--- config.mk ---
export PLATFORM = sky130hd
export DESIGN_NAME = i2c_msg_engine
export DESIGN_NICKNAME = d
export VERILOG_FILES = /design/src/rtl/i2c_msg_pkg.sv /design/src/rtl/i2c_msg_fifo.sv /design/src/rtl/i2c_msg_seq.sv /design/src/rtl/i2c_msg_engine.sv
export SDC_FILE = /design/constraint.sdc
export NUM_CORES = 1
export LEC_CHECK = 0
export BUFFER_PORTS_ARGS = -buffer_cell sky130_fd_sc_hd__buf_2
export CORE_MARGIN = 1.5
export CORE_UTILIZATION = 60
export CTS_BUF_LIST = sky130_fd_sc_hd__clkbuf_8
export CTS_CLUSTER_DIAMETER = 50
export DETAILED_ROUTE_END_ITERATION = 6
export GPL_TIMING_DRIVEN = 0
export PLACE_DENSITY = 0.77
export SYNTH_ARGS = -nofsm -noshare
export SYNTH_HDL_FRONTEND = slang
export SYNTH_HIERARCHICAL = 1
export SYNTH_SLANG_ARGS = --single-unit
--- constraint.sdc ---
create_clock -name clk -period 3.9 [get_ports clk]
set_clock_uncertainty 0.1 [all_clocks]
set_input_delay 0.39 -clock clk [delete_from_list [all_inputs] [get_ports clk]]
set_output_delay 0.39 -clock clk [all_outputs]
set_load 0.01 [all_outputs]
--- src/rtl/i2c_msg_pkg.sv ---
package i2c_msg_pkg;
  typedef enum logic [3:0] {
    S_IDLE, S_WAIT_START, S_WAIT_RESTART, S_WRITE, S_WRITE_HOLD,
    S_READ, S_READ_HOLD, S_WAIT_STOP, S_RECOVER
  } seq_state_e;

  typedef enum logic [1:0] {
    OP_START = 2'd0, OP_WRITE = 2'd1, OP_READ = 2'd2, OP_STOP = 2'd3
  } bus_op_e;

  typedef enum logic [1:0] {
    ST_OK = 2'd0, ST_NACK = 2'd1, ST_BUSERR = 2'd2
  } done_st_e;
endpackage

--- src/rtl/i2c_msg_fifo.sv ---
module i2c_msg_fifo #(
  parameter int DEPTH = 32,
  parameter int W     = 8
) (
  input  logic         clk,
  input  logic         rst_n,
  input  logic         flush,
  input  logic         push,
  input  logic [W-1:0] wdata,
  input  logic         pop,
  output logic [W-1:0] rdata,
  output logic         full,
  output logic         empty
);
  localparam int AW = (DEPTH > 1) ? $clog2(DEPTH) : 1;
  localparam int CW = $clog2(DEPTH + 1);

  logic [W-1:0]  mem [DEPTH];
  logic [AW-1:0] wr_ptr, rd_ptr;
  logic [CW-1:0] count;

  function automatic logic [AW-1:0] nxt(input logic [AW-1:0] p);
    return (p == AW'(DEPTH - 1)) ? '0 : p + 1'b1;
  endfunction

  assign full  = (count == CW'(DEPTH));
  assign empty = (count == '0);
  assign rdata = mem[rd_ptr];

  always_ff @(posedge clk) begin
    if (push && !flush) mem[wr_ptr] <= wdata;
  end

  always_ff @(posedge clk or negedge rst_n) begin
    if (!rst_n) begin
      wr_ptr <= '0;
      rd_ptr <= '0;
      count  <= '0;
    end else if (flush) begin
      wr_ptr <= '0;
      rd_ptr <= '0;
      count  <= '0;
    end else begin
      if (push) wr_ptr <= nxt(wr_ptr);
      if (pop)  rd_ptr <= nxt(rd_ptr);
      count <= count + CW'(push) - CW'(pop);
    end
  end


  no_overflow_chk: assert property (@(posedge clk) disable iff (!rst_n)
    (push && !flush) |-> (!full || pop));

  no_underflow_chk: assert property (@(posedge clk) disable iff (!rst_n)
    (pop && !flush) |-> !empty);
endmodule

--- src/rtl/i2c_msg_seq.sv ---
module i2c_msg_seq
  import i2c_msg_pkg::*;
#(
  parameter int LEN_W = 8
) (
  input  logic             clk,
  input  logic             rst_n,
  input  logic             msg_valid,
  output logic             msg_ready,
  input  logic             msg_read,
  input  logic             msg_stop,
  input  logic [6:0]       msg_addr,
  input  logic [LEN_W-1:0] msg_len,
  input  logic             tx_empty,
  input  logic [7:0]       tx_head,
  output logic             tx_pop,
  output logic             tx_flush,
  input  logic             rx_full,
  output logic             rx_push,
  output logic             done,
  output logic [1:0]       done_status,
  output logic             bus_req,
  output logic [1:0]       bus_op,
  output logic [7:0]       bus_wdata,
  output logic             bus_nack,
  input  logic             bus_ack,
  input  logic             bus_nak,
  input  logic             bus_err
);
  seq_state_e       state;
  logic             addr_ph, rd_q, stop_q, ok_on_stop;
  logic [6:0]       addr_q;
  logic [LEN_W-1:0] len_q, cnt;
  logic             ack, last, msg_fire;

  assign msg_ready = (state == S_IDLE) || (state == S_WRITE_HOLD) || (state == S_READ_HOLD);
  assign msg_fire  = msg_valid && msg_ready;
  assign ack       = bus_ack && bus_req;
  assign last      = (cnt == len_q - 1'b1);

  always_comb begin
    bus_req   = 1'b0;
    bus_op    = OP_START;
    bus_wdata = '0;
    bus_nack  = 1'b0;
    unique case (state)
      S_WAIT_START, S_WAIT_RESTART: begin
        bus_req   = 1'b1;
        bus_op    = addr_ph ? OP_WRITE : OP_START;
        bus_wdata = {addr_q, rd_q};
      end
      S_WRITE: begin
        bus_req   = !tx_empty;
        bus_op    = OP_WRITE;
        bus_wdata = tx_head;
      end
      S_READ: begin
        bus_req  = !rx_full;
        bus_op   = OP_READ;
        bus_nack = stop_q && last;
      end
      S_WAIT_STOP, S_RECOVER: begin
        bus_req = 1'b1;
        bus_op  = OP_STOP;
      end
      default: ;
    endcase
  end

  assign tx_pop   = ack && (state == S_WRITE);
  assign rx_push  = ack && (state == S_READ) && !bus_err;
  assign tx_flush = ack && (bus_err || (bus_nak && bus_op == OP_WRITE));

  always_ff @(posedge clk or negedge rst_n) begin
    if (!rst_n) begin
      state       <= S_IDLE;
      addr_ph     <= 1'b0;
      rd_q        <= 1'b0;
      stop_q      <= 1'b0;
      ok_on_stop  <= 1'b0;
      addr_q      <= '0;
      len_q       <= '0;
      cnt         <= '0;
      done        <= 1'b0;
      done_status <= ST_OK;
    end else begin
      done <= 1'b0;
      unique case (state)
        S_IDLE, S_WRITE_HOLD, S_READ_HOLD: if (msg_fire) begin
          rd_q    <= msg_read;
          stop_q  <= msg_stop;
          addr_q  <= msg_addr;
          len_q   <= msg_len;
          cnt     <= '0;
          addr_ph <= 1'b0;
          if (state == S_IDLE)                        state <= S_WAIT_START;
          else if (state == S_WRITE_HOLD && !msg_read) state <= S_WRITE;
          else if (state == S_READ_HOLD && msg_read)    state <= S_READ;
          else                                          state <= S_WAIT_RESTART;
        end
        S_WAIT_START, S_WAIT_RESTART: if (ack) begin
          if (bus_err) begin
            state <= S_RECOVER; done <= 1'b1; done_status <= ST_BUSERR;
          end else if (!addr_ph) begin
            addr_ph <= 1'b1;
          end else if (bus_nak) begin
            state <= S_WAIT_STOP; ok_on_stop <= 1'b0;
            done <= 1'b1; done_status <= ST_NACK;
          end else begin
            state <= rd_q ? S_READ : S_WRITE;
          end
        end
        S_WRITE, S_READ: if (ack) begin
          if (bus_err) begin
            state <= S_RECOVER; done <= 1'b1; done_status <= ST_BUSERR;
          end else if (bus_nak && state == S_WRITE) begin
            state <= S_WAIT_STOP; ok_on_stop <= 1'b0;
            done <= 1'b1; done_status <= ST_NACK;
          end else begin
            cnt <= cnt + 1'b1;
            if (last) begin
              if (stop_q) begin
                state <= S_WAIT_STOP; ok_on_stop <= 1'b1;
              end else begin
                state <= (state == S_WRITE) ? S_WRITE_HOLD : S_READ_HOLD;
                done <= 1'b1; done_status <= ST_OK;
              end
            end
          end
        end
        S_WAIT_STOP: if (ack) begin
          state <= S_IDLE;
          if (ok_on_stop) begin
            done <= 1'b1; done_status <= ST_OK;
          end
        end
        S_RECOVER: if (ack) state <= S_IDLE;
        default: state <= S_IDLE;
      endcase
    end
  end


  msg_accept_chk: assert property (@(posedge clk) disable iff (!rst_n)
    (msg_valid && msg_ready) |=> !msg_ready);

  req_hold_chk: assert property (@(posedge clk) disable iff (!rst_n)
    (bus_req && !bus_ack) |=> (bus_req && $stable(bus_op) && $stable(bus_wdata)));

  idle_after_stop_chk: assert property (@(posedge clk) disable iff (!rst_n)
    $rose(state == S_IDLE) |-> $past(bus_ack && bus_op == OP_STOP));

  err_status_chk: assert property (@(posedge clk) disable iff (!rst_n)
    (done && done_status == ST_BUSERR) |-> $past(bus_err && bus_ack));

  last_nack_stop_chk: assert property (@(posedge clk) disable iff (!rst_n)
    (bus_ack && bus_req && bus_op == OP_READ && bus_nack && !bus_err) |=> (bus_op == OP_STOP && bus_req));
endmodule

--- src/rtl/i2c_msg_engine.sv ---
module i2c_msg_engine #(
  parameter int FIFO_DEPTH = 32,
  parameter int LEN_W      = 8
) (
  input  logic             clk,
  input  logic             rst_n,
  input  logic             msg_valid,
  output logic             msg_ready,
  input  logic             msg_read,
  input  logic             msg_stop,
  input  logic [6:0]       msg_addr,
  input  logic [LEN_W-1:0] msg_len,
  input  logic             tx_valid,
  output logic             tx_ready,
  input  logic [7:0]       tx_data,
  output logic             rx_valid,
  input  logic             rx_ready,
  output logic [7:0]       rx_data,
  output logic             done,
  output logic [1:0]       done_status,
  output logic             bus_req,
  output logic [1:0]       bus_op,
  output logic [7:0]       bus_wdata,
  output logic             bus_nack,
  input  logic             bus_ack,
  input  logic [7:0]       bus_rdata,
  input  logic             bus_nak,
  input  logic             bus_err
);
  logic tx_full, tx_empty, tx_pop, tx_flush;
  logic rx_full, rx_empty, rx_push;
  logic [7:0] tx_head;

  assign tx_ready = !tx_full;
  assign rx_valid = !rx_empty;

  i2c_msg_fifo #(.DEPTH(FIFO_DEPTH), .W(8)) u_txq (
    .clk(clk), .rst_n(rst_n), .flush(tx_flush),
    .push(tx_valid && tx_ready), .wdata(tx_data),
    .pop(tx_pop), .rdata(tx_head), .full(tx_full), .empty(tx_empty)
  );

  i2c_msg_fifo #(.DEPTH(FIFO_DEPTH), .W(8)) u_rxq (
    .clk(clk), .rst_n(rst_n), .flush(1'b0),
    .push(rx_push), .wdata(bus_rdata),
    .pop(rx_valid && rx_ready), .rdata(rx_data), .full(rx_full), .empty(rx_empty)
  );

  i2c_msg_seq #(.LEN_W(LEN_W)) u_seq (
    .clk(clk), .rst_n(rst_n),
    .msg_valid(msg_valid), .msg_ready(msg_ready), .msg_read(msg_read),
    .msg_stop(msg_stop), .msg_addr(msg_addr), .msg_len(msg_len),
    .tx_empty(tx_empty), .tx_head(tx_head), .tx_pop(tx_pop), .tx_flush(tx_flush),
    .rx_full(rx_full), .rx_push(rx_push),
    .done(done), .done_status(done_status),
    .bus_req(bus_req), .bus_op(bus_op), .bus_wdata(bus_wdata), .bus_nack(bus_nack),
    .bus_ack(bus_ack), .bus_nak(bus_nak), .bus_err(bus_err)
  );
endmodule

# --- Word level (Yosys, flattened, before mapping) ---
# Memory sizes are Yosys's and may differ from the RTL's.
# Cells that the tools add are included.
op_classes:
  n_addsub: 10
  mul: 0
  div_mod_pow: 0
  order_cmp: 0
  eq_ne: 33
  shift: 0
  n_mux: 78
  bitwise_logic: 0
  reduce_logical: 44
op_table:
  columns: ["cell", "n"]
  rows:
  - ["4-bit two-way mux", 13]
  - ["5-bit two-way mux", 8]
  - ["8-bit two-way mux", 4]
  - ["8-bit one-hot mux with 2 select lines", 2]
  - ["1-bit two-way mux", 29]
  - ["2-bit two-way mux", 12]
  - ["5-bit by 1-bit adder with 5-bit output (second input constant)", 4]
  - ["5-bit == test (second input constant)", 4]
  - ["9-bit AND reduction", 2]
  - ["4-bit by 3-bit == test with 1-bit output (second input constant)", 4]
  - ["4-bit one-hot mux with 4 select lines", 1]
  - ["1-bit logical AND", 14]
  - ["2-bit by 1-bit inequality test with 1-bit output (second input constant)", 7]
  - ["6-bit by 1-bit adder with 6-bit output", 2]
  - ["6-bit == test (second input constant)", 2]
  - ["6-bit zero test", 2]
  - ["6-bit by 1-bit subtractor with 6-bit output", 2]
  - ["2-bit nonzero test", 5]
  - ["8-bit by 1-bit adder with 8-bit output (second input constant)", 1]
  - ["4-bit by 2-bit == test with 1-bit output (second input constant)", 2]
  - ["8-bit == test", 1]
  - ["2-bit inequality test (second input constant)", 4]
  - ["2-bit one-hot mux with 4 select lines", 1]
  - ["8-bit by 1-bit subtractor with 8-bit output (second input constant)", 1]
  - ["24 further kinds", 38]
totals:
  reg_bits: 66
  latchBits: 0
  ram_bits: 512
  rom_bits: 0
  output_inout_bits: 26
  word_cells: 183
  memories: 2
mem_list:
  columns: ["memory", "words", "width", "read_ports", "rd_ports_with_merged_regs", "write_ports", "line", "text"]
  rows:
  - ["u_rxq.mem", 32, 8, 1, 0, 1, "i2c_msg_fifo.sv:18", "logic [W-1:0] mem [DEPTH];"]
  - ["u_txq.mem", 32, 8, 1, 0, 1, "i2c_msg_fifo.sv:18", null]

# --- Depth between registers and ports, before layout ---
# Gate-level depths: netlist (run 1).
logic_depth:
  ltp_word: 11
  mapped_depth: 16
  mapped_depth_nobuf: 16

# --- By module ---
# Netlist (run 1), hierarchy kept.
modules_own_cells:
  columns: ["mod", "instances", "cells_per_inst", "area_each_um2", "seq_area_each_um2"]
  rows:
  - ["i2c_msg_fifo", 2, 632, 11113.2, 8087.8]
  - ["i2c_msg_seq", 1, 270, 2280.9, 850.8]
  - ["i2c_msg_engine", 1, 5, 23.8, 0.0]

# --- Worst setup path after synthesis (run 1) ---
# Ideal clock, no wire load.
synth_timing:
  path_type: "register to register"
  from: "reg u_rxq.count[2]"
  to: "mem u_rxq.mem[10][0] (enable)"
  setup_ns: 0.370
  arrival_time_ns: 2.684
  required_ns: 3.430
  setup_slack_ns: 0.746
  path_stages_with_launch: 13
  n_path_buf: 1
  synth_period_minus_slack_ns: 3.154
  path_cell_list: "dfrtp_1 inv_1 ha_1 and4_1 nand2_1 o221ai_2 nor2_1 nand2_1 nor4_1 clkbuf_1 nor2b_1 nand2_1 nor2_1"
synth_via:
  elab_chain_cells: 8
synth_rtl:
  columns: ["element", "line", "text"]
  rows:
  - ["start, declared", "i2c_msg_fifo.sv:20", "logic [CW-1:0] count;"]
  - ["start signal, assigned", "i2c_msg_fifo.sv:46", "count <= count + CW'(push) - CW'(pop);"]
  - ["6-bit == test", "i2c_msg_fifo.sv:26", "assign full = (count == CW'(DEPTH));"]
  - ["net rx_full", "i2c_msg_engine.sv:31", "logic rx_full, rx_empty, rx_push;"]
  - ["1-bit zero test", "i2c_msg_seq.sv:58", "bus_req = !rx_full;"]
  - ["1-bit one-hot mux with 3 select lines", "i2c_msg_seq.sv:46", "unique case (state)"]
  - ["net bus_req", "i2c_msg_engine.sv:21", "output logic bus_req,"]
  - ["1-bit logical AND", "i2c_msg_seq.sv:38", "assign ack = bus_ack && bus_req;"]
  - ["1-bit logical AND (2 in series)", "i2c_msg_seq.sv:71", "assign rx_push = ack && (state == S_READ) && !bus_err;"]
  - ["net rx_push", "i2c_msg_engine.sv:31", null]
  - ["1-bit two-way mux", "i2c_msg_fifo.sv:31", "if (push && !flush) mem[wr_ptr] <= wdata;"]
  - ["1-bit two-way mux (not written as such)", "i2c_msg_fifo.sv:31", null]
  - ["end, declared", "i2c_msg_fifo.sv:18", null]
# The timed path passes the listed nets, and every way through them passes these cells.

# --- Final worst setup path (run 1) ---
layout_timing:
  from: "reg u_rxq.count[3]"
  to: "mem u_txq.mem[0][7] (enable)"
layout_via:
  elab_chain_cells: 9
layout_rtl:
  columns: ["element", "line", "text"]
  rows:
  - ["6-bit == test", "i2c_msg_fifo.sv:26", null]
  - ["net rx_full", "i2c_msg_engine.sv:31", null]
  - ["1-bit zero test", "i2c_msg_seq.sv:58", null]
  - ["1-bit one-hot mux with 3 select lines", "i2c_msg_seq.sv:46", null]
  - ["1-bit logical AND", "i2c_msg_seq.sv:38", null]
  - ["1-bit logical AND", "i2c_msg_seq.sv:72", "assign tx_flush = ack && (bus_err || (bus_nak && bus_op == OP_WRITE));"]
  - ["net tx_flush", "i2c_msg_engine.sv:30", "logic tx_full, tx_empty, tx_pop, tx_flush;"]
  - ["1-bit zero test", "i2c_msg_fifo.sv:31", null]
  - ["1-bit logical AND", "i2c_msg_fifo.sv:31", null]
  - ["1-bit two-way mux", "i2c_msg_fifo.sv:31", null]
  - ["1-bit two-way mux (not written as such)", "i2c_msg_fifo.sv:31", null]
  - ["end, declared", "i2c_msg_fifo.sv:18", null]
# The timed path passes the listed nets, and every way through them passes these cells.

==> impl_results.md, run 1 <==
* Outcome: complete, but fails checks
* Failing checks: setup timing
* Overall Power at about 16000 uW
* Setup TNS at -2.877 ps
* Number of synthesized flops with an enable pin at 512
* Max VDD drop at around 0.00036 V
* Synthesis-to-finish area growth at 12.77%
* Leakage power at about 0.0095 uW
* F_max at 256.2 MHz
* Syn Area/Cell at about 16 sq um
* Crit-path leading delay family: simple AND/OR/NAND/NOR gates
* CP arrival at 4080 ps
* Initial Util at 0.6132
* Commonest non-fill, non-tap cells in the layout: 512 x edfxtp_1, 136 x mux2i_1, 102 x nand2_1
* Number of setup violations in the final report at 1
* Number of standard cells after synthesis at 1539
* DRT Pass-1 Iters at 6
* Buffers on Ports at 65
* R2r startpoint: u_rxq/count[3]
* H-tree depth at 3
* Fin util at 0.6915
* DRC violations left at 0
* CP startpoint kind: flip-flop
* Clk Tree Root Cell: clkbuf_8
* Syn_nets at around 1600
* Final HPWL DP at ~34000 microns
* RSZ-0062 raised after global routing: true
* Cell Chain, Critical Path: inv_1 -> ha_1 -> and4_1 -> nand2_1 -> o221ai_2 -> nor2_1 -> nand2_1 -> nor2_1 -> clkbuf_1 -> nor2b_1 -> nand2_1 -> nor2_1
* Global routing's busiest layer: met2
* CTS tree: yes
* Crit-path max cell delay at around 870 ps
* Synth Warn # at 6
* Synth Cell Area at between 0.02 and 0.025 sq mm
* Clk slew on worst S/H paths at 60 ps
* Largest net degree at the start of global routing at 67
* Max_cap viols at 0
* Share of cells above drive strength 1 at 0.1865
* Initial antenna violation count at 0
* Most common cell after layout, fill and taps aside: edfxtp_1
* Total GRT Usage at 0.2643
* Die H at 205.2 microns
* RePlAce Congestion at roughly 0.9
* Ys flop type: edfxtp_1
* Nets at about 1800
* Element type at the critical path end: flip-flop
* ANT nets after route at 0
* Routed vias at ~14000
* First-pass GRT wire length at 82410 microns
* Die ar. at between 0.04 and 0.05 sq mm
* Skew-Pair Late Insertion Delay at 670 ps
* I/O pin cnt at between 60 and 70
* Area of the core at about 0.04 sq mm
* Row cnt at 73
* M2 GR Usage at 0.4371
* CP max FO at 10
* Critical path type: flip-flop to flip-flop
* Final WL at approximately 54000 microns
* Seq/Total Area, Yosys at 0.6941
* Via-per-instance ratio at 6.182
* Fill count at ~2600
* Grt ovf at 0
* CTS Sinks at around 580
* Number of global-route vias before repair at 14497
* Pwr dens at ~570 mW/mm^2
* Maximum clock path buffer count at 3
* Hold Violations, Final at 0
* Hold/Removal Path Class: input pin to flip-flop
* CTS Buf Count at a little over 90
* Worst-Margin Slew at a little under 1000 ps
* Setup slack after layout at -2.877 ps
* Grt met1 use at 0.3455
* M3 GR Usage at 0.04577
* Min Tclk post-route at around 4000 ps
* Setup Fix Bufs, Post-CTS at 0
* N_diodes at 0
* Synth Register Bits at 578
* DR iter-0 viols at between 1000 and 1500
* Final period util at 1.001
* Async SR Flop Fraction at 0.1142
* WP data required at between 4000 and 5000 ps
* Fin. max-slew vios at 0
* Cell variety after synth at a little over 80
* Count of buffer and inverter cells on the critical path at 2
* Cell at the slowest stage of the critical path: nor2_1
* Slew margin rel. at 0.3529
* DR WL/cell at 23.43 microns
* CP Launch Point: u_rxq/count[3]
* Min-delay src: rx_ready
* Horiz. Die Dim at 205.2 microns
final timing paths:
path	slack [ps]	end	cells past startpoint
max in group asynchronous	2790	u_txq/rd_ptr[3]	2
max reg2reg	-3	u_txq/mem[0][7]	12
min in group asynchronous	300	u_seq/addr_q[0]	2
max	-3	u_txq/mem[0][7]	12
min reg2reg	380	u_seq/addr_q[4]	2
min	160	u_rxq/rd_ptr[1]	4
cell families (layout without fill, tap and decap cells):
family	count (synthesis)	after routing	share of synthesized area
DFF	578	578	0.6941
and+or+nand+nor	389	389	0.07788
muxes	204	204	0.1210
AOI/OAI and AO/OA	194	194	0.05697
buffers and inverters	116	363	0.02341
adders and majority gates	37	37	0.01938
xor gates and xnor gates	20	20	0.007141
other	1	1	0.0001529
through the flow:
step | worst slack, ps | hold slack (ps) | instances | area, sq um
finish | -2.877 | 163.9 | 2311 | 27660
global route | -133.8 | 171.0 | 2311 | 27660
CTS | -66.08 | 106.1 | 2311 | 27540
detailed placement | -357.1 | 363.5 | 2129 | 25520
global placement | -249.0 | 360.4 | 2129 | 25510
floorplan | 745.9 | -5.591 | 1539 | 24530
synthesized netlist by cell type, types with 32 or more instances:
library cell,instances,area [sq um]
mux4_1,32,840.8
nand3_1,59,295.3
edfxtp_1,512,15370
a21oi_1,51,255.2
dfrtp_1,66,1652
clkbuf_1,35,131.4
nand2_1,106,397.9
a22oi_1,36,270.3
mux2i_1,136,1361
nor2_1,114,427.9
ha_1,34,425.4
inv_1,32,120.1
mux4_2,32,720.7
worst min-delay path: cells and delay by family:
kind                   cells  cell delay [ps]
buffers and inverters      1              100
AOI/OAI and AO/OA          1               60
and+or+nand+nor            2              340
layout make-up:
class	count	area, sq um	share of cell area
Inverter	32	120.1	0.004342
Clock buffer	94	1294	0.04677
Clock inverter	70	345.3	0.01248
Timing Repair Buffer	83	508.0	0.01836
Buffer	84	457.9	0.01655
Tap cell	525	656.9	0.02374
Sequential cell	578	17030	0.6155
Multi-Input combinational cell	845	7256	0.2623
sequential cells by signal, summed over array words and instances (netlist names), 2 cells and up:
register           count
u_rxq/count            6
u_rxq/mem            256
u_rxq/rd_ptr           5
u_rxq/wr_ptr           5
u_seq/addr_q           7
u_seq/cnt              8
u_seq/done_status      2
u_seq/len_q            8
u_seq/state            4
u_txq/count            6
u_txq/mem            256
u_txq/rd_ptr           5
u_txq/wr_ptr           5
routing by layer:
| layer | vias to the layer above | wire (microns) |
|---|---|---|
| met4 | 0 | 1777 |
| met5 | - | 0 |
| li1 | 6352 | - |
| met1 | 7189 | 21640 |
| met2 | 611 | 27070 |
| met3 | 134 | 3648 |
power by group:
group	internal, uW	leakage, uW	switching [uW]	total, uW
clock	2320	0.000935	2330	4640
combinational	1530	0.00308	2200	3730
sequential	7070	0.00547	192	7260
total	10900	0.00948	4720	15600
timing repair:
item                                    in CTS  in global routing
endpoints found under the setup margin     259                506
resized for setup                           59                 36
hold buffers                                18                  0
pin swaps                                    0                  1
endpoints found under the hold margin       83                  0
Power figures use the tool's default switching activity.
==> run 2, diff against run 1 <==
ABC_AREA = 1   (was unset)
==> run 2 against run 1 <==
- the flow now finishes without violations
- setup slack improved by 130 ps
- core utilization decreased by 0.68 points
- combinational power increased by 29%
- sequential share of layout area decreased by 0.92 points
- sequential power about the same
- maximum frequency increased by 3.4%
- total power increased by 9.2%
- synthesized cell count increased by 54%
- first-iteration DRC count increased by 88%
- synthesized area increased by 2.3%
==> impl_results.md, run 2 <==
* DRC violations left at 0 (unchanged)
* Largest net degree at the start of global routing at 67 (unchanged)
* Min Tclk post-route at 3776 ps (-126.6 ps)
* I/O pin cnt at 67 (unchanged)
* Skew-Pair Late Insertion Delay at 670 ps (about the same)
* Die H at 207.5 microns (+1.1%)
* Horiz. Die Dim at 207.5 microns (+1.1%)
* Worst-Margin Slew at 911.8 ps (-55.31 ps)
* Buffers on Ports at 65 (unchanged)
* CTS Buf Count at 91 (unchanged)
* F_max at 264.8 MHz (+3.4%)
* ANT nets after route at 0 (unchanged)
* First-pass GRT wire length at 100500 microns (+22%)
* Initial Util at 0.6116 (-0.001539)
* Number of synthesized flops with an enable pin at 512 (unchanged)
* RePlAce Congestion at 0.9685 (+7.9%)
* Finished Cell Area at 0.02808 sq mm (+1.5%)
* Number of standard cells after synthesis at 2368 (+54%)
* Setup Fix Bufs, Post-CTS at 0 (unchanged)
* Hold Violations, Final at 0 (unchanged)
* Critical path type: flip-flop to flip-flop
* Leakage power at 0.01121 uW (+18%)
* Count leader, synth: nand2_1
* Final WL at 66850 microns (+23%)
* RSZ-0062 raised after global routing: true
* Max VDD drop at 0.0004876 V (+37%)
* Via-per-instance ratio at 5.865 (-5.1%)
* Cell variety after synth at 39 (-52%)
* Fin. max-slew vios at 0 (unchanged)
* Syn Area/Cell at 10.59 sq um (-34%)
* Dominant cell type by area after synthesis: edfxtp_1
* Commonest non-fill, non-tap cells in the layout: 898 x nand2_1, 512 x edfxtp_1, 317 x nand3_1
* Nets at 2628 (+47%)
* Clk Tree Root Cell: clkbuf_8
* Hold/Removal Path Class: input pin to flip-flop
* Reg area at 0.01703 sq mm (unchanged)
* Most common cell after layout, fill and taps aside: nand2_1
* H-tree depth at 3 (unchanged)
* Top Registers: u_rxq/mem x256, u_txq/mem x256
* Number of setup violations in the final report at 0 (-1)
* Grt ovf at 0 (unchanged)
* Element type at the critical path end: flip-flop
* Maximum clock path buffer count at 3 (unchanged)
* Clk slew on worst S/H paths at 60 ps (about the same)
* N_diodes at 0 (unchanged)
* DR WL/cell at 21.19 microns (-9.5%)
* Share of cells above drive strength 1 at 0.1197 (-0.06674)
* Slew margin rel. at 0.3899 (+0.03701)
* DRT Pass-1 Iters at 5 (-1)
* Async SR Flop Fraction at 0.1142 (unchanged)
* Total GRT Usage at 0.3113 (+0.04705)
* Row cnt at 74 (+1.4%)
* Fill count at 3063 (+16%)
* Synth top area share at 0.6128 (-0.01391)
* Synth Warn # at 6 (unchanged)
* Synthesis-to-finish area growth at 11.94%
* Max_cap viols at 0 (unchanged)
* CP max FO at 8 (-2)
* Multi-input gate area at 0.007166 sq mm (-1.2%)
* Routed vias at 18503 (+30%)
* Initial antenna violation count at 1 (+1)
* DR iter-0 viols at 2075 (+88%)
* Final period util at 0.9683 (-0.03246)
* Ys flop type: edfxtp_1
* Top post-synthesis cells by area: edfxtp_1 61%, nand2_1 13%, dfrtp_1 6.6%
* Seq/Total Area, Yosys at 0.6787 (-0.01540)
* Setup TNS at 0 ps (+2.877 ps)
* Synth Cell Area at 0.02509 sq mm (+2.3%)
* CP startpoint kind: flip-flop
* Top cells by count, synth: 898 x nand2_1, 512 x edfxtp_1, 317 x nand3_1
* Final HPWL DP at 45160 microns (+32%)
* Hold_ws at 99.65 ps (-64.22 ps)
* CP arrival at 3950 ps (-130 ps)
* CTS tree: yes
* WP data required at 4070 ps (about the same)
* Area of the core at 0.04102 sq mm (+2.5%)
* Pwr dens at 608.0 mW/mm^2 (+7.6%)
* Outcome: complete, no violations
* Die ar. at 0.04305 sq mm (+2.2%)
* CTS Sinks at 578 (unchanged)
* Post-DP Area at 0.02610 sq mm (+2.3%)
* Synth Register Bits at 578 (unchanged)
* Number of global-route vias before repair at 17578 (+21%)
run 2: cell types whose count changed after synthesis, sizes merged, moves of 36 or more:
cell and change:
a22oi -36, buf +37, inv +70, mux2i -136
mux4 -64, nand2 +798, nand3 +259
run 2: worst max-delay path, stage by stage, from the launching register on:
cell and delay (ps):
dfrtp_1 360, inv_1 70, ha_1 200, nand3_1 110, nor2_1 60, inv_1 90
nand4_1 120, nand3_2 130, nand2_2 120, nor3_1 340, inv_1 100, nor2_1 360
nand2_1 450, nor2_1 760
run 2: what timing repair did:
action,CTS,global route
hold buffers,20,0
endpoints found under the hold margin,88,0
resized for setup,0,14
endpoints found under the setup margin,0,140
run 2: stage by stage:
stage,cells,utilization,total power [uW],setup slack (ps)
detailed placement,2970,0.6363,12090,77.21
global placement,2970,0.6363,11940,138.6
global route,3155,0.6847,17890,-84.73
floorplan,2373,-,10510,1047
CTS,3155,0.6838,17030,37.30
finish,3155,0.6847,17080,123.7
run 2: cells by family after synthesis:
group	share of synthesized area
AND/OR/NAND/NOR	0.2289
buffers and inverters	0.03785
flip-flops	0.6787
AO/OA/AOI/OAI	0.02923
adder cells (fa/ha/maj)	0.01855
XOR/XNOR	0.006633
other	0.0001495
run 2: layer usage:
layer | wire length [microns] | part of all wire | GRT usage | up-vias
li1 | - | - | - | 8393
met1 | 26750 | 0.40 | 0.4403 | 8904
met4 | 1656 | 0.025 | 0.09660 | 2
met5 | 13 | 0.00019 | 0 | -
met2 | 29850 | 0.45 | 0.4653 | 1079
met3 | 8582 | 0.13 | 0.09743 | 125
run 2: cell type report:
class | instances | share of cell area
clock inverters | 69 | 0.01519
repair buffers | 85 | 0.01880
inverters | 105 | 0.01403
clock buffers | 96 | 0.04705
multi-input cells | 1585 | 0.2552
flip-flops and latches | 578 | 0.6063
plain buffers | 105 | 0.01978
well taps | 532 | 0.02370
run 2: final timing paths:
kind | startpoint | end | slack, ps | depth (start not counted)
worst max-delay path | u_rxq/count[2] | u_rxq/mem[3][6] | 120 | 13
worst min-delay path | msg_valid | u_seq/addr_ph | 100 | 5
worst max register to register | u_rxq/count[2] | u_rxq/mem[3][6] | 120 | 13
worst min register to register | u_seq/done_status[1] | u_seq/done_status[1] | 370 | 2
max in group asynchronous | rst_n | u_txq/count[0] | 2860 | 2
min in group asynchronous | rst_n | u_seq/len_q[3] | 290 | 2
run 2: power by group:
group          internal [uW]  switching, uW  leakage, uW  total [uW]
clock network           2610           2340      0.00101        4950
registers               7090            199      0.00547        7290
logic                   1450           3380      0.00474        4830
total                  11200           5920       0.0112       17100
==> run 3, diff against run 2 <==
CORE_UTILIZATION = 45   (was 60)
PLACE_DENSITY = 0.72   (was 0.77)
==> run 3 against run 2 <==
- sequential power hardly changed
- count of clock-buffer cells in the layout is 2 higher
- global-route usage is 7.1 points lower
- clock power hardly changed
- total power is 0.40% higher
- highest routed layer is now met4
- largest cell class unchanged
- maximum frequency is 0.55% higher
- sequential share of layout area is 0.63 points lower
- routed wire length is 1.8% higher
- non-clock buffer count stayed put
- setup slack better by 21 ps
- combinational power hardly changed
==> impl_results.md, run 3 (same netlist as run 2, synthesis figures left out) <==
* Outcome: complete, no violations
* Post-DP Area at 0.02637 sq mm (+1.0%)
* Hold Violations, Final at 0 (unchanged)
* Crit-path leading delay family: simple AND/OR/NAND/NOR gates
* Most common cell after layout, fill and taps aside: nand2_1
* Count of buffer and inverter cells on the critical path at 2 (-1)
* Max_cap viols at 0 (unchanged)
* RSZ-0062 raised after global routing: true
* Element type at the critical path end: flip-flop
* DR iter-0 viols at 2159 (+4.0%)
* Largest net degree at the start of global routing at 67 (unchanged)
* Row cnt at 86 (+16%)
* Die ar. at 0.05718 sq mm (+33%)
* Grt ovf at 0 (unchanged)
* DRT Pass-1 Iters at 6 (+1)
* Initial antenna violation count at 1 (unchanged)
* CTS Buf Count at 93 (+2.2%)
* Final period util at 0.9630 (-0.005320)
* CTS tree: yes
* Worst Setup Slack post-DPL at 116.0 ps (+38.79 ps)
* Area of the core at 0.05509 sq mm (+34%)
* Multi-input gate area at 0.007163 sq mm (about the same)
* CP arrival at 3950 ps (about the same)
* First-pass GRT wire length at 102500 microns (+2.0%)
* CP max FO at 8 (unchanged)
* I/O pin cnt at 67 (unchanged)
* Max VDD drop at 0.0004505 V (-7.6%)
* Nets at 2630 (+0.076%)
* Min Tclk post-route at 3756 ps (-20.75 ps)
* Critical path type: flip-flop to flip-flop
* CP dominant cell by count: nor2_1
* Routed vias at 18357 (-0.79%)
* Fin. max-slew vios at 0 (unchanged)
* Crit-path max cell delay at 830 ps (+70 ps)
* Total GRT Usage at 0.2399 (-0.07141)
* ANT nets after route at 0 (unchanged)
* F_max at 266.3 MHz (+0.55%)
* Clk Tree Root Cell: clkbuf_8
* Number of global-route vias before repair at 17394 (-1.0%)
* Pwr dens at 604.0 mW/mm^2 (-0.65%)
* Final WL at 68070 microns (+1.8%)
* Horiz. Die Dim at 239.1 microns (+15%)
* DR WL/cell at 20.17 microns (-4.8%)
* Skew-Pair Late Insertion Delay at 690 ps (+20 ps)
* Cell Chain, Critical Path: inv_2 -> nand2_1 -> nor2_1 -> o21ai_1 -> nand3_2 -> nand2_2 -> nor3_1 -> inv_1 -> nor2_1 -> nand2_1 -> nor2_1
* Clk slew on worst S/H paths at 60 ps (about the same)
* Initial Util at 0.4554 (-0.1563)
* Fill count at 4902 (+60%)
* Cell at the slowest stage of the critical path: nor2_1
* CP startpoint kind: flip-flop
* Hold/Removal Path Class: input pin to flip-flop
* Maximum clock path buffer count at 3 (unchanged)
* Reg area at 0.01703 sq mm (unchanged)
* Share of cells above drive strength 1 at 0.1203 (+0.0006249)
* Slew margin rel. at 0.4017 (+0.01177)
* Worst-Margin Slew at 894.2 ps (-17.59 ps)
* Top Registers: u_rxq/mem x256, u_txq/mem x256
* Final HPWL DP at 45940 microns (+1.7%)
* H-tree depth at 3 (unchanged)
* Commonest non-fill, non-tap cells in the layout: 898 x nand2_1, 512 x edfxtp_1, 317 x nand3_1
* CTS Sinks at 578 (unchanged)
* Leakage power at 0.01123 uW (+0.13%)
* Setup slack after layout at 144.5 ps (+20.75 ps)
* Synthesis-to-finish area growth at 13.12%
* Die H at 239.1 microns (+15%)
* Number of setup violations in the final report at 0 (unchanged)
* Finished Cell Area at 0.02838 sq mm (+1.1%)
* Via-per-instance ratio at 5.439 (-7.3%)
* WP data required at 4100 ps (+30 ps)
* RePlAce Congestion at 0.9477 (-2.1%)
* Buffers on Ports at 65 (unchanged)
* DRC violations left at 0 (unchanged)
[run 3: cell count changes in the layout (fill, tap and decap cells not counted), sizes merged]
cell	change
bufinv	-2
diode	+1
clkbuf	+2
inv	+3
[run 3: area by class of cell]
type                       count  area share
sequential                   578      0.5999
multi-input combinational   1585      0.2524
clock buffer                  98     0.04753
tap                          748     0.03298
buffer                       105     0.01958
timing repair buffer          85     0.01861
clock inverter                70     0.01499
inverter                     105     0.01389
antenna                        1  0.00008818
[run 3: power by group]
group / internal [uW] / total (uW) / switching (uW) / leakage [uW]
sequential: 7090 / 7300 / 205 / 0.00547
combinational: 1450 / 4860 / 3410 / 0.00474
clock: 2550 / 4980 / 2430 / 0.00102
total: 11100 / 17100 / 6050 / 0.0112
[run 3: path summary, 6_finish.rpt]
path                       depth (start not counted)  slack (ps)              from               end
max                                               11         140    u_seq/state[3]  u_rxq/mem[13][3]
max in group asynchronous                          2        2860             rst_n   u_txq/rd_ptr[1]
max reg2reg                                       11         140    u_seq/state[3]  u_rxq/mem[13][3]
min reg2reg                                        2         370  u_seq/ok_on_stop  u_seq/ok_on_stop
min                                                5          50          rx_ready   u_rxq/rd_ptr[1]
min in group asynchronous                          2         260             rst_n    u_seq/len_q[4]
[run 3: timing repair]
action,4_1_cts,5_1_grt
resized for setup,0,13
hold buffers,20,0
setup endpoints to repair,0,80
endpoints found under the hold margin,87,0
buffers inserted,0,0
[run 3: worst reg2reg max path, stage by stage (launching register included)]
cell and delay, ps:
dfrtp_1 450, inv_2 120, nand2_1 100, nor2_1 180, o21ai_1 110, nand3_2 110, nand2_2 140, nor3_1 310
inv_1 100, nor2_1 340, nand2_1 460, nor2_1 840
[run 3: per-layer routing]
metal	routed length [microns]	vias up	track usage
met5	0	-	0
met4	1685	0	0.07787
met3	6503	130	0.04307
met2	31420	921	0.3796
met1	28460	8900	0.3363
li1	-	8406	-
[run 3: stage by stage]
step | instances | total power [uW] | hold WS, ps | TNS [ps] | utilization
floorplan | 2373 | 10510 | -5.591 | 0 | -
CTS | 3374 | 17140 | 9.301 | 0 | 0.5145
global route | 3375 | 18000 | 85.31 | -867.6 | 0.5151
detailed placement | 3186 | 12160 | 357.6 | 0 | 0.4787
global placement | 3186 | 12040 | 355.4 | 0 | 0.4786
finish | 3375 | 17140 | 47.17 | 0 | 0.5151
